**config.mk**
```make
export PLATFORM = sky130hd
export DESIGN_NAME = cmdline_crc7_framer
export DESIGN_NICKNAME = d
export VERILOG_FILES = /design/src/rtl/crc7_frm_pkg.sv /design/src/rtl/crc7_frm_seq.sv /design/src/rtl/crc7_frm_lfsr.sv /design/src/rtl/crc7_frm_cmp.sv /design/src/rtl/cmdline_crc7_framer.sv
export SDC_FILE = /design/constraint.sdc
export NUM_CORES = 1
export LEC_CHECK = 0
export ABC_AREA = 0
export BUFFER_PORTS_ARGS = -buffer_cell sky130_fd_sc_hd__buf_2
export CORE_MARGIN = 4
export CORE_UTILIZATION = 45
export CTS_CLUSTER_DIAMETER = 100
export CTS_CLUSTER_SIZE = 14
export DETAILED_ROUTE_END_ITERATION = 8
export PLACE_DENSITY = 0.64
export SLEW_MARGIN = 25
export SYNTH_ARGS = -nofsm -noshare
export SYNTH_HDL_FRONTEND = slang
export SYNTH_HIERARCHICAL = 1
export SYNTH_SLANG_ARGS = --single-unit
```
**constraint.sdc**
```tcl
create_clock -name clk -period 3.13 [get_ports clk]
set_input_delay 0.1565 -clock clk [delete_from_list [all_inputs] [get_ports clk]]
set_output_delay 0.1565 -clock clk [all_outputs]
set_load 0.01 [all_outputs]
```
**src/rtl/crc7_frm_pkg.sv**
```systemverilog
package crc7_frm_pkg;
  localparam int CRC_W = 7;
  localparam logic [CRC_W-1:0] CRC_POLY = 7'h09;

  typedef enum logic [1:0] {
    PH_SKIP  = 2'd0,
    PH_COVER = 2'd1,
    PH_CHECK = 2'd2,
    PH_TAIL  = 2'd3
  } phase_e;

  function automatic logic [CRC_W-1:0] crc7_next(input logic [CRC_W-1:0] cur,
                                                 input logic bit_v);
    logic fb;
    fb = cur[CRC_W-1] ^ bit_v;
    return {cur[CRC_W-2:0], 1'b0} ^ (fb ? CRC_POLY : '0);
  endfunction
endpackage

```
**src/rtl/crc7_frm_seq.sv**
```systemverilog
module crc7_frm_seq
  import crc7_frm_pkg::*;
#(
  parameter int SHORT_LEN  = 48,
  parameter int LONG_LEN   = 136,
  parameter int SHORT_SKIP = 0,
  parameter int LONG_SKIP  = 8,
  parameter int CNT_W      = $clog2(LONG_LEN + 1),
  parameter int IDX_W      = $clog2(CRC_W)
) (
  input  logic             clk,
  input  logic             rst_n,
  input  logic             frm_start,
  input  logic             long_sel,
  input  logic             bit_valid,
  output logic             take,
  output phase_e           phase,
  output logic [IDX_W-1:0] chk_idx,
  output logic             last_chk
);
  localparam int SHORT_COV = SHORT_LEN - SHORT_SKIP - CRC_W - 1;
  localparam int LONG_COV  = LONG_LEN - LONG_SKIP - CRC_W - 1;
  localparam logic [CNT_W-1:0] S_CE = CNT_W'(SHORT_SKIP + SHORT_COV);
  localparam logic [CNT_W-1:0] L_CE = CNT_W'(LONG_SKIP + LONG_COV);

  logic [CNT_W-1:0] cnt_q, cur_cnt, skip_n, cov_end, chk_end, len_n, nxt_cnt;
  logic             act_q, long_q, cur_long, cur_act;

  always_comb begin
    cur_long = frm_start ? long_sel : long_q;
    cur_cnt  = frm_start ? '0 : cnt_q;
    cur_act  = frm_start | act_q;
    take     = bit_valid & cur_act;
    skip_n   = cur_long ? CNT_W'(LONG_SKIP) : CNT_W'(SHORT_SKIP);
    cov_end  = cur_long ? L_CE : S_CE;
    chk_end  = cov_end + CNT_W'(CRC_W);
    len_n    = cur_long ? CNT_W'(LONG_LEN) : CNT_W'(SHORT_LEN);
    nxt_cnt  = cur_cnt + 1'b1;
    if (cur_cnt < skip_n)       phase = PH_SKIP;
    else if (cur_cnt < cov_end) phase = PH_COVER;
    else if (cur_cnt < chk_end) phase = PH_CHECK;
    else                        phase = PH_TAIL;
    chk_idx  = IDX_W'(cur_cnt - cov_end);
    last_chk = take && (phase == PH_CHECK) && (nxt_cnt == chk_end);
  end

  always_ff @(posedge clk) begin
    if (!rst_n) begin
      cnt_q  <= '0;
      act_q  <= 1'b0;
      long_q <= 1'b0;
    end else begin
      long_q <= cur_long;
      if (take) begin
        cnt_q <= nxt_cnt;
        act_q <= (nxt_cnt < len_n);
      end else if (frm_start) begin
        cnt_q <= '0;
        act_q <= 1'b1;
      end
    end
  end

  a_r6_count_bounded: assert property (@(posedge clk) disable iff (!rst_n)
    cnt_q <= CNT_W'(LONG_LEN));
  a_r6_idle_after_len: assert property (@(posedge clk) disable iff (!rst_n)
    (take && nxt_cnt == len_n) |=> !act_q);
endmodule

```
**src/rtl/crc7_frm_lfsr.sv**
```systemverilog
module crc7_frm_lfsr
  import crc7_frm_pkg::*;
(
  input  logic             clk,
  input  logic             rst_n,
  input  logic             clr,
  input  logic             en,
  input  logic             bit_in,
  output logic [CRC_W-1:0] crc_q
);
  logic [CRC_W-1:0] base;

  always_comb base = clr ? '0 : crc_q;

  always_ff @(posedge clk) begin
    if (!rst_n)  crc_q <= '0;
    else if (en) crc_q <= crc7_next(base, bit_in);
    else         crc_q <= base;
  end
endmodule

```
**src/rtl/crc7_frm_cmp.sv**
```systemverilog
module crc7_frm_cmp
  import crc7_frm_pkg::*;
#(
  parameter int IDX_W = $clog2(CRC_W)
) (
  input  logic             clk,
  input  logic             rst_n,
  input  logic             clr,
  input  logic             chk_en,
  input  logic             last_chk,
  input  logic [IDX_W-1:0] chk_idx,
  input  logic             bit_in,
  input  logic [CRC_W-1:0] crc_q,
  output logic             done,
  output logic             err
);
  logic mism_q, mism_n, ref_bit;

  always_comb begin
    ref_bit = crc_q[IDX_W'(CRC_W - 1) - chk_idx];
    mism_n  = mism_q | (bit_in ^ ref_bit);
  end

  always_ff @(posedge clk) begin
    if (!rst_n) begin
      mism_q <= 1'b0;
      done   <= 1'b0;
      err    <= 1'b0;
    end else begin
      done <= 1'b0;
      if (clr) begin
        mism_q <= 1'b0;
        err    <= 1'b0;
      end else if (chk_en) begin
        if (last_chk) begin
          done   <= 1'b1;
          err    <= mism_n;
          mism_q <= 1'b0;
        end else begin
          mism_q <= mism_n;
        end
      end
    end
  end

  a_r5_done_pulse: assert property (@(posedge clk) disable iff (!rst_n)
    done |=> !done);
  a_r5_err_with_done: assert property (@(posedge clk) disable iff (!rst_n)
    $rose(err) |-> done);
  a_r7_start_no_done: assert property (@(posedge clk) disable iff (!rst_n)
    clr |=> !done);
endmodule

```
**src/rtl/cmdline_crc7_framer.sv**
```systemverilog
module cmdline_crc7_framer
  import crc7_frm_pkg::*;
#(
  parameter int SHORT_LEN  = 48,
  parameter int LONG_LEN   = 136,
  parameter int SHORT_SKIP = 0,
  parameter int LONG_SKIP  = 8
) (
  input  logic             clk,
  input  logic             rst_n,
  input  logic             frm_start,
  input  logic             long_sel,
  input  logic             bit_valid,
  output logic             bit_ready,
  input  logic             bit_in,
  output logic [CRC_W-1:0] crc_out,
  output logic             crc_done,
  output logic             crc_error
);
  localparam int CNT_W = $clog2(LONG_LEN + 1);
  localparam int IDX_W = $clog2(CRC_W);

  logic             take, last_chk, cov_en, chk_en;
  logic [IDX_W-1:0] chk_idx;
  phase_e           phase;

  assign bit_ready = 1'b1;

  crc7_frm_seq #(
    .SHORT_LEN(SHORT_LEN), .LONG_LEN(LONG_LEN),
    .SHORT_SKIP(SHORT_SKIP), .LONG_SKIP(LONG_SKIP),
    .CNT_W(CNT_W), .IDX_W(IDX_W)
  ) u_seq (
    .clk(clk), .rst_n(rst_n), .frm_start(frm_start), .long_sel(long_sel),
    .bit_valid(bit_valid), .take(take), .phase(phase),
    .chk_idx(chk_idx), .last_chk(last_chk)
  );

  assign cov_en = take && (phase == PH_COVER);
  assign chk_en = take && (phase == PH_CHECK);

  crc7_frm_lfsr u_lfsr (
    .clk(clk), .rst_n(rst_n), .clr(frm_start), .en(cov_en),
    .bit_in(bit_in), .crc_q(crc_out)
  );

  crc7_frm_cmp #(.IDX_W(IDX_W)) u_cmp (
    .clk(clk), .rst_n(rst_n), .clr(frm_start), .chk_en(chk_en),
    .last_chk(last_chk), .chk_idx(chk_idx), .bit_in(bit_in),
    .crc_q(crc_out), .done(crc_done), .err(crc_error)
  );

  a_r8_crc_holds: assert property (@(posedge clk) disable iff (!rst_n)
    (!frm_start && !cov_en) |=> $stable(crc_out));
  a_r8_start_clears: assert property (@(posedge clk) disable iff (!rst_n)
    (frm_start && !cov_en) |=> (crc_out == '0));
  a_r5_err_holds: assert property (@(posedge clk) disable iff (!rst_n)
    (!frm_start && !chk_en) |=> $stable(crc_error));
endmodule

```
==> impl_results.md <==
- Clock Path Buffers: 2
- Placed inst area: 0.001523 mm2
- Sequential cell area fraction in the yosys report: 0.2809
- Hold Path Depth: 2
- Status: complete, no violations
- Max-Cap Viols: 0
- 1st-iter DRT viols: 38
- Worst r2r src: u_seq/cnt_q[2]$_SDFF_PN0_
- Vias in the first global route: 1132
- Commonest non-fill, non-tap cells in the layout: 20 x dfxtp_1, 14 x buf_2, 13 x nor2_1
- Finished Cell Area: 0.001559 mm2
- CORE AREA: 0.003053 mm2
- Root Driver: clkbuf_4
- Worst R2R Setup Slack: 360 ps
- Crit path time final: 2771 ps
- Nets: 194
- Crit path DAT: 2960 ps
- DRT antenna net count: 0
- Initial antenna violation count: 0
- Hold Path Sink: u_seq/act_q$_SDFFE_PN0P_
- Fraction of registers with async set or reset after synthesis: 0
- Via-to-Cell Ratio: 5.376
- Hpwl dp: 2211 um
- Pwr per Cell Area: 313.6 mW/mm2
- Worst Hold Launch: bit_valid
- Syn_area_per_cell: 8.797 um2
- GRT Total Usage: 0.1512
- Reg2Reg Depth: 11
- Clock insertion delay at the later pin of the skew report: 300 ps
- Critical Path RT: 3320 ps
- Crit Path Max Fanout: 7
- Synth warn: 6
- Top_reg_cell synth: dfxtp_1
- Post-synth cell types: 47
- CTS tree: built
- Routed WL per cell: 13.07 um
- CP most frequent cell: nand2_1
- Unrepaired setup endpoints after global routing: no
- Crit-path cells: nand4b_1 > or3_1 > a21oi_1 > ha_1 > nand2_1 > nor4_1 > nand4_1 > nor4_2 > nand2_1 > nor2_1 > a211oi_2
- Final Max Tran Viols: 0
- Syn_nets: 178
- Worst hold path class: input port to flop
- CTS Hold Bufs: 0
- Reg2Reg Capture Point: u_cmp/err$_SDFFE_PP0P_
- DRT Pass-1 Iters: 4
- CTS Buf Count: 3
- Horiz. Die Dim: 64.28 um
- I/O Pins: 16
- Post-CTS Setup Inserts: 0
- Setup tns final: 0 ps
- Clk_skew: 6.028 ps
- Nature of the critical path startpoint: flop
- Htree depth: 1
- PortBufs: 14
- Netlist Area Pre-Place: 0.001425 mm2
- Share of layout cells above drive strength 1: 0.1808
- Worst path slowest cell: or3_1
- Setup violators final: 0
- Pin count of the biggest net entering global routing: 16
- Leak pwr: 0.6286 nW
- Buf/Inv on CP: 0
- Ant diodes: 0
- Area growth syn-to-layout: 9.395%
- DR DRC count: 0
- Commonest non-fill, non-tap cell in the layout: dfxtp_1
- Die ar.: 0.004131 mm2
- Mapped Cells: 162
- Post-synth EDFFs: 0
- Clk sinks: 20
- Max Clock Freq: 360.9 MHz
- Cell Rows: 20
- CP endpoint kind: flop
- Die Span Y: 64.28 um
- Resized Gates After CTS: 0
- Total grt overflow: 0
- Number of synthesized register bits: 20
- First-pass GRT wire length: 5078 um
- WL final: 2889 um
- Vias after detailed routing: 1188
- Slowest stage delay, CP: 450 ps
- Reg clk slew, reported paths: 120 ps
- CP Class: flop to flop
- Top cell family by delay on the critical path: simple AND/OR/NAND/NOR gates
- Fin crit share: 0.8853
- Placer congestion estimate: 0.8998
- Starting density of the core: 0.4668
- Hold Vio Cnt, Final: 0
- Max IR drop VDD: 0.2167 mV
==> how the worst max path moves through the flow <==
| stage | end | startpoint | cells past startpoint | slack, ps |
|---|---|---|---|---|
| after global routing | u_cmp/err$_SDFFE_PP0P_ | u_seq/cnt_q[2]$_SDFF_PN0_ | 11 | 160 |
| after detailed placement | u_cmp/err$_SDFFE_PP0P_ | u_seq/cnt_q[2]$_SDFF_PN0_ | 11 | 360 |
| after global placement | u_cmp/err$_SDFFE_PP0P_ | u_seq/cnt_q[2]$_SDFF_PN0_ | 11 | 360 |
| after floorplan | u_lfsr/crc_q[3]$_SDFF_PN0_ | frm_start | 14 | 440 |
| final | u_cmp/err$_SDFFE_PP0P_ | u_seq/cnt_q[2]$_SDFF_PN0_ | 11 | 360 |
| after CTS | u_cmp/err$_SDFFE_PP0P_ | u_seq/cnt_q[2]$_SDFF_PN0_ | 11 | 330 |
==> cell type report <==
cell class              instances  area [um2]
clock buffers                   4       36.28
flip-flops and latches         20       400.4
inverters                       8       30.03
repair buffers                 18       100.1
well taps                      44       55.05
fillers                       327        1494
multi-input cells             127       937.1
==> through the flow <==
stage	total power [mW]	worst slack, ps	hold WS [ps]	cells	utilization
6_report	0.4889	359.0	79.77	221	0.5107
5_1_grt	0.5186	156.3	67.70	221	0.5107
4_1_cts	0.4972	335.0	67.23	221	0.5107
3_5_place_dp	0.3421	355.6	409.1	217	0.4988
3_3_place_gp	0.3394	364.7	391.6	217	0.4988
2_1_floorplan	0.3206	435.8	257.7	162	-
==> cell usage after synthesis (all sizes together), types with 3 or more instances <==
master,count,share of area
buf,6,0.038
xor2,6,0.037
nor2b,9,0.040
and2,4,0.018
nor2,13,0.034
inv,8,0.021
nand2b,6,0.026
nor3,3,0.018
ha,10,0.088
o21ai,5,0.020
or3,3,0.013
xnor2,6,0.037
dfxtp,20,0.28
nand2,11,0.029
a21oi,7,0.027
o211ai,3,0.016
nor4,3,0.018
a211oi,3,0.023
mux2i,9,0.063
nand3,3,0.011
==> layer usage <==
layer	routed length [um]	global-route usage	share of wire
met5	0	0	0
met4	12	0.03958	0.0042
met3	84	0.02109	0.029
met2	1379	0.2487	0.48
met1	1412	0.2069	0.49
==> kinds of logic (layout without fill, tap and decap cells) <==
| kind of cell | count (synthesis) | in the layout | share of synthesized area |
|---|---|---|---|
| buf+inv | 15 | 30 | 0.06145 |
| simple gates | 66 | 66 | 0.2695 |
| mux | 10 | 10 | 0.07902 |
| compound gates | 28 | 28 | 0.1449 |
| flops | 20 | 20 | 0.2809 |
| xor+xnor | 12 | 12 | 0.07375 |
| fa+ha+maj | 10 | 10 | 0.08780 |
| other cells | 1 | 1 | 0.002631 |
==> state kept, by name, summed over array words and instances (netlist names) <==
signal,cells
u_seq/cnt_q,8
u_seq/long_q,1
u_seq/act_q,1
u_cmp/err,1
u_cmp/mism_q,1
u_cmp/done,1
u_lfsr/crc_q,7
==> power breakdown <==
group / internal [mW] / switching [mW]
Clock: 0.0709 / 0.0815
Combinational: 0.0306 / 0.0421
Sequential: 0.259 / 0.00478
Total: 0.361 / 0.128
(Power assumes the default switching activity.)
